## src/rtl/drm_pkg.sv

```systemverilog
package drm_pkg;

  typedef enum logic [2:0] {
    BS_ZERO = 3'd0,
    BS_POS1 = 3'd1,
    BS_POS2 = 3'd2,
    BS_NEG1 = 3'd3,
    BS_NEG2 = 3'd4
  } booth_sel_e;

  // Radix-4 digit from bits {b(2i+1), b(2i), b(2i-1)}
  function automatic booth_sel_e booth_decode(input logic [2:0] trip);
    case (trip)
      3'b001, 3'b010: booth_decode = BS_POS1;
      3'b011:         booth_decode = BS_POS2;
      3'b100:         booth_decode = BS_NEG2;
      3'b101, 3'b110: booth_decode = BS_NEG1;
      default:        booth_decode = BS_ZERO;
    endcase
  endfunction

endpackage

```

## src/rtl/drm_range_unit.sv

```systemverilog
module drm_range_unit #(
  parameter int W = 16
) (
  input  logic [W-1:0]   opa,
  input  logic [W-1:0]   opb,
  output logic [W-1:0]   mplier,
  output logic [W-1:0]   mcand,
  output logic [W/2-1:0] act_mask
);
  localparam int NDIG = W / 2;
  localparam int RW   = $clog2(W + 1);

  logic [RW-1:0] width_a;
  logic [RW-1:0] width_b;
  logic [RW-1:0] width_sel;
  logic          take_b;

  // Signed width: highest bit differing from the sign, plus two; 1 if none
  always_comb begin
    width_a = RW'(1);
    width_b = RW'(1);
    for (int k = 0; k < W - 1; k++) begin
      if (opa[k] != opa[W-1]) width_a = RW'(k + 2);
      if (opb[k] != opb[W-1]) width_b = RW'(k + 2);
    end
  end

  assign take_b    = (width_b < width_a);
  assign mplier    = take_b ? opb : opa;
  assign mcand     = take_b ? opa : opb;
  assign width_sel = take_b ? width_b : width_a;

  always_comb begin
    int ndig;
    ndig = (int'(width_sel) + 2) / 2;
    if (ndig > NDIG) ndig = NDIG;
    for (int i = 0; i < NDIG; i++) begin
      act_mask[i] = (i < ndig);
    end
  end

endmodule

```

## src/rtl/drm_pp_row.sv

```systemverilog
module drm_pp_row
  import drm_pkg::*;
#(
  parameter int W   = 16,
  parameter int IDX = 0
) (
  input  logic           clk,
  input  logic           rst_n,
  input  logic           accept,
  input  logic           en,
  input  logic [W-1:0]   mcand,
  input  logic [2:0]     trip,
  output logic [W-1:0]   mcand_q,
  output logic [2*W-1:0] pp
);
  localparam int PW = 2 * W;

  logic [2:0] trip_q;
  logic       on_q;
  booth_sel_e sel;
  logic signed [PW-1:0] base;
  logic signed [PW-1:0] mag;

  // Inputs only load when the row is active: an idle row stays frozen
  always_ff @(posedge clk or negedge rst_n) begin
    if (!rst_n) begin
      mcand_q <= '0;
      trip_q  <= '0;
      on_q    <= 1'b0;
    end else if (accept) begin
      on_q <= en;
      if (en) begin
        mcand_q <= mcand;
        trip_q  <= trip;
      end
    end
  end

  assign sel  = booth_decode(trip_q);
  assign base = PW'($signed(mcand_q));

  always_comb begin
    case (sel)
      BS_POS1: mag = base;
      BS_POS2: mag = base <<< 1;
      BS_NEG1: mag = -base;
      BS_NEG2: mag = -(base <<< 1);
      default: mag = '0;
    endcase
  end

  assign pp = on_q ? PW'(mag <<< (2 * IDX)) : '0;

endmodule

```

## src/rtl/drm_row_sum.sv

```systemverilog
module drm_row_sum #(
  parameter int NDIG = 8,
  parameter int PW   = 32
) (
  input  logic [NDIG*PW-1:0] rows_flat,
  output logic [PW-1:0]      total
);
  always_comb begin
    total = '0;
    for (int i = 0; i < NDIG; i++) begin
      total = total + rows_flat[i*PW +: PW];
    end
  end
endmodule

```

## src/rtl/drm_booth_mult.sv

```systemverilog
module drm_booth_mult #(
  parameter int W = 16
) (
  input  logic           clk,
  input  logic           rst_n,
  input  logic           in_valid,
  output logic           in_ready,
  input  logic [W-1:0]   in_a,
  input  logic [W-1:0]   in_b,
  output logic           out_valid,
  input  logic           out_ready,
  output logic [2*W-1:0] out_product
);
  localparam int NDIG = W / 2;
  localparam int PW   = 2 * W;

  logic              accept;
  logic [W-1:0]      mplier;
  logic [W-1:0]      mcand;
  logic [NDIG-1:0]   act_mask;
  logic [W:0]        mpl_ext;
  logic [NDIG*PW-1:0] rows_flat;
  logic [NDIG*W-1:0] row_mcand_flat;

  assign in_ready = !out_valid || out_ready;
  assign accept   = in_valid && in_ready;

  always_ff @(posedge clk or negedge rst_n) begin
    if (!rst_n)         out_valid <= 1'b0;
    else if (accept)    out_valid <= 1'b1;
    else if (out_ready) out_valid <= 1'b0;
  end

  drm_range_unit #(.W(W)) i_range (
    .opa      (in_a),
    .opb      (in_b),
    .mplier   (mplier),
    .mcand    (mcand),
    .act_mask (act_mask)
  );

  assign mpl_ext = {mplier, 1'b0};

  for (genvar g = 0; g < NDIG; g++) begin : g_row
    drm_pp_row #(.W(W), .IDX(g)) i_row (
      .clk     (clk),
      .rst_n   (rst_n),
      .accept  (accept),
      .en      (act_mask[g]),
      .mcand   (mcand),
      .trip    (mpl_ext[2*g +: 3]),
      .mcand_q (row_mcand_flat[g*W +: W]),
      .pp      (rows_flat[g*PW +: PW])
    );
  end

  drm_row_sum #(.NDIG(NDIG), .PW(PW)) i_sum (
    .rows_flat (rows_flat),
    .total     (out_product)
  );

endmodule

```

## config.mk

```make
export PLATFORM = sky130hd
export DESIGN_NAME = drm_booth_mult
export DESIGN_NICKNAME = d
export VERILOG_FILES = /design/src/rtl/drm_pkg.sv /design/src/rtl/drm_range_unit.sv /design/src/rtl/drm_pp_row.sv /design/src/rtl/drm_row_sum.sv /design/src/rtl/drm_booth_mult.sv
export SDC_FILE = /design/constraint.sdc
export NUM_CORES = 1
export LEC_CHECK = 0
export BUFFER_PORTS_ARGS = -buffer_cell sky130_fd_sc_hd__buf_2
export CORE_MARGIN = 2
export CORE_UTILIZATION = 57
export DETAILED_ROUTE_END_ITERATION = 8
export MAX_ROUTING_LAYER = met4
export PLACE_DENSITY = 0.74
export SYNTH_ARGS = -nofsm -noshare
export SYNTH_HDL_FRONTEND = slang
export SYNTH_SLANG_ARGS = --single-unit
```

## constraint.sdc

```tcl
create_clock -name clk -period 18.7 [get_ports clk]
set_input_delay 1.87 -clock clk [delete_from_list [all_inputs] [get_ports clk]]
set_output_delay 1.87 -clock clk [all_outputs]
set_load 0.02 [all_outputs]
```

* After elaboration in Yosys (flattened, before gate mapping)
Cells that the tools add are included.
Storage, ports and cells: register bits 160, bits of input ports 36, word-level logic and storage cells 254
Cells by class: eq/ne operators 107, muxes and demuxes 60, reductions and logical operators 26, bitwise gates (word level) 1, order comparisons 10, add/sub/neg operators 25
Operators by type and width (count):
- $mux 32 | 9
- $add 32x32->32 | 7
- $lt 4x32->1 const A | 4
- $pmux 32 s4 | 1
- $pmux 30 s4 | 1
- $pmux 28 s4 | 1
- $pmux 26 s4 | 1
- $pmux 24 s4 | 1
- $eq 3x2->1 const B | 30
- $pmux 22 s4 | 1
- $eq 3x3->1 const B | 29
- $pmux 3 s4 | 7
- $pmux 20 s4 | 1
- $pmux 18 s4 | 1
- $lt 3x32->1 const A | 2
- $mux 4 | 16
- $eq 3x1->1 const B | 15
- $add 32x1->32 | 1
- $gt 32x5->1 const B | 1
- $lt 1x32->1 const A | 1
- $lt 2x32->1 const A | 1
- $mux 16 | 2
- $neg 16->32 | 1
- $neg 17->32 | 1
- 31 further kinds | 94

* Depth between registers and ports, before layout
depth after elaboration 25, mapped depth 29

* Hierarchy
From an unflattened synthesis, not the netlist that was laid out.
Unflattened totals: cells, all modules 2798, area, all modules 23100.9 sq um
Modules (own cells, without submodules):
- drm_row_sum | cells each 826, area each 6827.8 sq um, instances 1
- drm_pp_row at g_row[7].i_row | cells each 218, area each 1881.8 sq um, instances 1
- drm_pp_row at g_row[5].i_row | cells each 224, area each 1861.8 sq um, instances 1
- drm_pp_row at g_row[0].i_row | cells each 224, area each 1860.5 sq um, instances 1
- drm_pp_row at g_row[1].i_row | cells each 222, area each 1854.3 sq um, instances 1
- drm_pp_row at g_row[3].i_row | cells each 219, area each 1851.8 sq um, instances 1
- drm_pp_row at g_row[6].i_row | cells each 209, area each 1799.2 sq um, instances 1
- drm_pp_row at g_row[2].i_row | cells each 221, area each 1794.2 sq um, instances 1
- drm_pp_row at g_row[4].i_row | cells each 213, area each 1794.2 sq um, instances 1
- drm_range_unit | cells each 217, area each 1517.7 sq um, instances 1
- drm_booth_mult | cells each 5, area each 57.6 sq um, instances 1

* Worst setup path after synthesis
OpenSTA, ideal clock, no wires.
path kind register to output, start point reg g_row[0].i_row.mcand_q[0], end point out out_product[31], arrival time 7.797 ns, slack 9.033 ns, cell stages (with the launch flop) 29, path buffers 0, cells stage by stage dfrtp_1 > inv_1 > ha_1 > or3b_1 > or3_1 > or3_1 > or3_1 > or3_1 > nor3_2 > nor3b_1 > o21ai_0 > a21boi_0 > fa_1 > fa_1 > fa_1 > inv_1 > fa_1 > inv_1 > ha_1 > a211oi_1 > o211ai_1 > a31o_2 > a221o_1 > a211oi_1 > o21ai_0 > a41oi_1 > o21bai_1 > a21oi_1 > xnor2_1
Between the ends: cells in the longest elaborated chain, start to end 10, elaborated cells on any way between the ends 11, those cells by class add/sub (9); mux (2)
Ends and longest elaborated chain:
- from (decl) | line drm_pp_row.sv:13 | output logic [W-1:0] mcand_q,
- from (signal assigned) | line drm_pp_row.sv:33 | mcand_q <= mcand;
- $neg 17->32 or $neg 16->32 (tied branches) | line drm_pp_row.sv:47, drm_pp_row.sv:46
- $pmux 32 s4 (*) | line drm_pp_row.sv:43 | case (sel)
- $mux 32 (*) | line drm_pp_row.sv:52 | assign pp = on_q ? PW'(mag <<< (2 * IDX)) : '0;
- $add 32x32->32 (*) (7 in series) | line drm_row_sum.sv:11 | total = total + rows_flat[i*PW +: PW];
- to (decl) | line drm_booth_mult.sv:12 | output logic [2*W-1:0] out_product
Every way passes the cells marked *; elsewhere a longest branch is shown, timed or not.

* Worst setup path in the final report
Same ends and word-level chain as after synthesis.

==> run summary <==
Final wirelength -> 61300 um
WP data arrival -> 9.52 ns
IO Port Bufs -> 69
CTS clk-pin slew, worst paths -> 0.07 ns
Worst path bufs/invs -> 4
Worst EP required -> 16.83 ns
Largest net degree at the start of global routing -> 101
Nets -> 2540
Clk root buf -> clkbuf_16
N_diodes -> 0
First DRT Iteration DRCs -> 2210
Setup_tns -> 0 ns
Die Wd -> 189 um
Cell count after synthesis -> 2356
FFs w/ async S/R, synth -> 100%
Drt first pass iters -> 6
Post-synth top area share -> 20.5%
Num ports -> 70
Synthesized net count -> 2584
YS warnings -> 0
Max Freq -> 87.8 MHz
Avg Synthesized Cell Area -> 8.27 sq um
FILL cells -> 2970
Number of synthesized flops with an enable pin -> 0
H-Tree Depth -> 4
# Max-Cap Violations -> 0
Remaining antenna violation count -> 0
Clk sink count -> 160
Register Area -> 4000 sq um
GR Overflow Total -> 0
CTS tree -> yes
Commonest cells post-synth -> nand2_1, nor2_1, inv_1
Critical-path top delay cell -> a211oi_1
Worst hold path class -> reg -> reg
WS Path Type -> reg -> out
Cell area after synthesis -> 19500 sq um
Via count -> 17900
Post-CTS Setup Inserts -> 0
Count leader, synth -> nand2_1
WL/cell -> 22.1 um
Worst Skew -> 0.0107 ns
Worst slew pin tran -> 1.19 ns
Gr usage total -> 35.9%
Share of cells above drive strength 1 -> 14.0%
Worst Setup End Kind -> output port
Final setup fails -> 0
TritonCTS Buffers -> 17
Crit-path max FO -> 4
Die height -> 189 um
Skew-Pair Late Insertion Delay -> 0.45 ns
Crit start category -> register
Vias per inst -> 6.45
Rel. slew slack -> 20.5%
Fin crit share -> 60.9%
#FFs+latches synth -> 160
Core ar. -> 33600 sq um
Row count -> 67
First-pass GRT wire length -> 96400 um
Resized cells post-CTS -> 0
Vias in the first global route -> 16700
Final Slew Violations -> 0
Die area -> 35700 sq um
RSZ-0062 raised after global routing -> no
Final period demand of the worst path -> 11.39 ns
Initial Util -> 58.0%
Seq/Total Area, Yosys -> 20.5%
Cell taking the most area after synthesis -> dfrtp_1
Yosys cell types -> 84
GP Congestion -> 0.965
Initial antenna violation count -> 3
Top cells by area, synth -> dfrtp_1, fa_1, mux2_2
Hold Buf Count CTS -> 0
Cell family with most CP delay -> compound AO/OA/AOI/OAI gates
Clock Path Buffers -> 2
Final hold violation count -> 0
Area Growth Syn to Fin -> 5.33%
Worst path max stage delay -> 0.57 ns
Area of the multi-input gates -> 14200 sq um
Dpl hpwl -> 46100 um
Outcome -> complete, no violations
Number of remaining DRC errors -> 0
Synth Flop Type -> dfrtp_1
-- final timing paths --
path,start,endpoint,slack (ns),cells after the start
worst min-delay path,g_row[6].i_row.on_q$_DFFE_PN0P_,g_row[6].i_row.on_q$_DFFE_PN0P_,0.54,2
max in group asynchronous,rst_n,g_row[6].i_row.mcand_q[8]$_DFFE_PN0P_,15.75,2
worst min register to register,g_row[6].i_row.on_q$_DFFE_PN0P_,g_row[6].i_row.on_q$_DFFE_PN0P_,0.54,2
worst max-delay path,g_row[0].i_row.mcand_q[0]$_DFFE_PN0P_,out_product[31],7.31,28
worst max register to register,out_valid$_DFFE_PN0P_,g_row[0].i_row.mcand_q[0]$_DFFE_PN0P_,15.87,4
min in group asynchronous,rst_n,out_valid$_DFFE_PN0P_,1.54,1
-- through the flow --
step	util (%)	std cells	cell area (sq um)	setup WS (ns)	hold slack (ns)
after global placement	59.4	2741	20000	8.12	0.511
after detailed placement	59.4	2741	20000	7.87	0.517
final	61.1	2772	20500	7.31	0.538
after floorplan	-	2356	19500	9.03	0.461
after global routing	61.1	2772	20500	6.82	0.573
after CTS	61.1	2772	20500	7.36	0.533
-- sequential cells by signal, indices dropped and copies added, names as in the netlist --
| signal | cells |
|---|---|
| g_row.i_row.on_q | 8 |
| g_row.i_row.mcand_q | 128 |
| g_row.i_row.trip_q | 23 |
| out_valid | 1 |
-- layer usage --
layer / GRT usage [%] / part of all wire, % / vias to the layer above
met1: 49.2 / 42 / 8681
met2: 55.4 / 46 / 952
li1: - / - / 8119
met4: 12.3 / 3.4 / 0
met5: - / 0 / -
met3: 4.39 / 8.6 / 128
-- cell families (layout without fill, tap and decap cells) --
logic type | after synthesis | after routing | synth area share [%]
AND/OR/NAND/NOR | 782 | 782 | 19.3
XOR/XNOR | 180 | 180 | 8.25
adder cells (fa/ha/maj) | 192 | 192 | 17.4
multiplexers | 167 | 167 | 9.63
buffers and inverters | 329 | 297 | 6.63
flip-flops | 160 | 160 | 20.5
AO/OA/AOI/OAI | 546 | 546 | 18.3
-- layout make-up --
cell class	count	share of cell area, %
Clock inverter	12	0.604
Timing Repair Buffer	87	2.37
Sequential cell	160	19.5
Multi-Input combinational cell	1867	69.4
Inverter	179	3.27
Tap cell	448	2.73
Clock buffer	19	2.16
-- cells in the final DEF (no fill, tap or decap), types with 7 or more instances in the layout --
cell type  instances
a22oi_1           34
nor3b_1            9
nand3b_1          12
a31oi_1           17
o31ai_1            8
o221ai_1          10
a21o_1            26
o22ai_1           12
dfrtp_1          160
or3b_2             7
clkbuf_16         17
or4_1              9
a222oi_1          20
or2_2             20
or3_1             48
xor2_1            64
o21bai_1          10
nor4_1            11
nor3_1            58
a21oi_1          113
mux2i_1           13
o21ai_0          152
nand2_1          276
a221oi_1          34
buf_2             68
ha_1              61
mux2_2           153
o21a_1            22
and3_1            16
nand2b_1          23
nor2b_1           26
inv_1            178
a211oi_1          20
nand3_1           37
fa_1             131
buf_4             18
xnor2_1          113
nor2_1           188
and2_1            10
o211ai_1          17
-- worst register-to-register path, delay by kind of cell (launching register included) --
kind / cells / cell delay (ns)
flops: 1 / 0.38
mux: 1 / 0.44
compound gates: 1 / 1.19
simple gates: 2 / 0.69
Power is left out: the tool's default activity adds up to more than one toggle a clock period on the data nets, which glitch-free logic cannot reach.
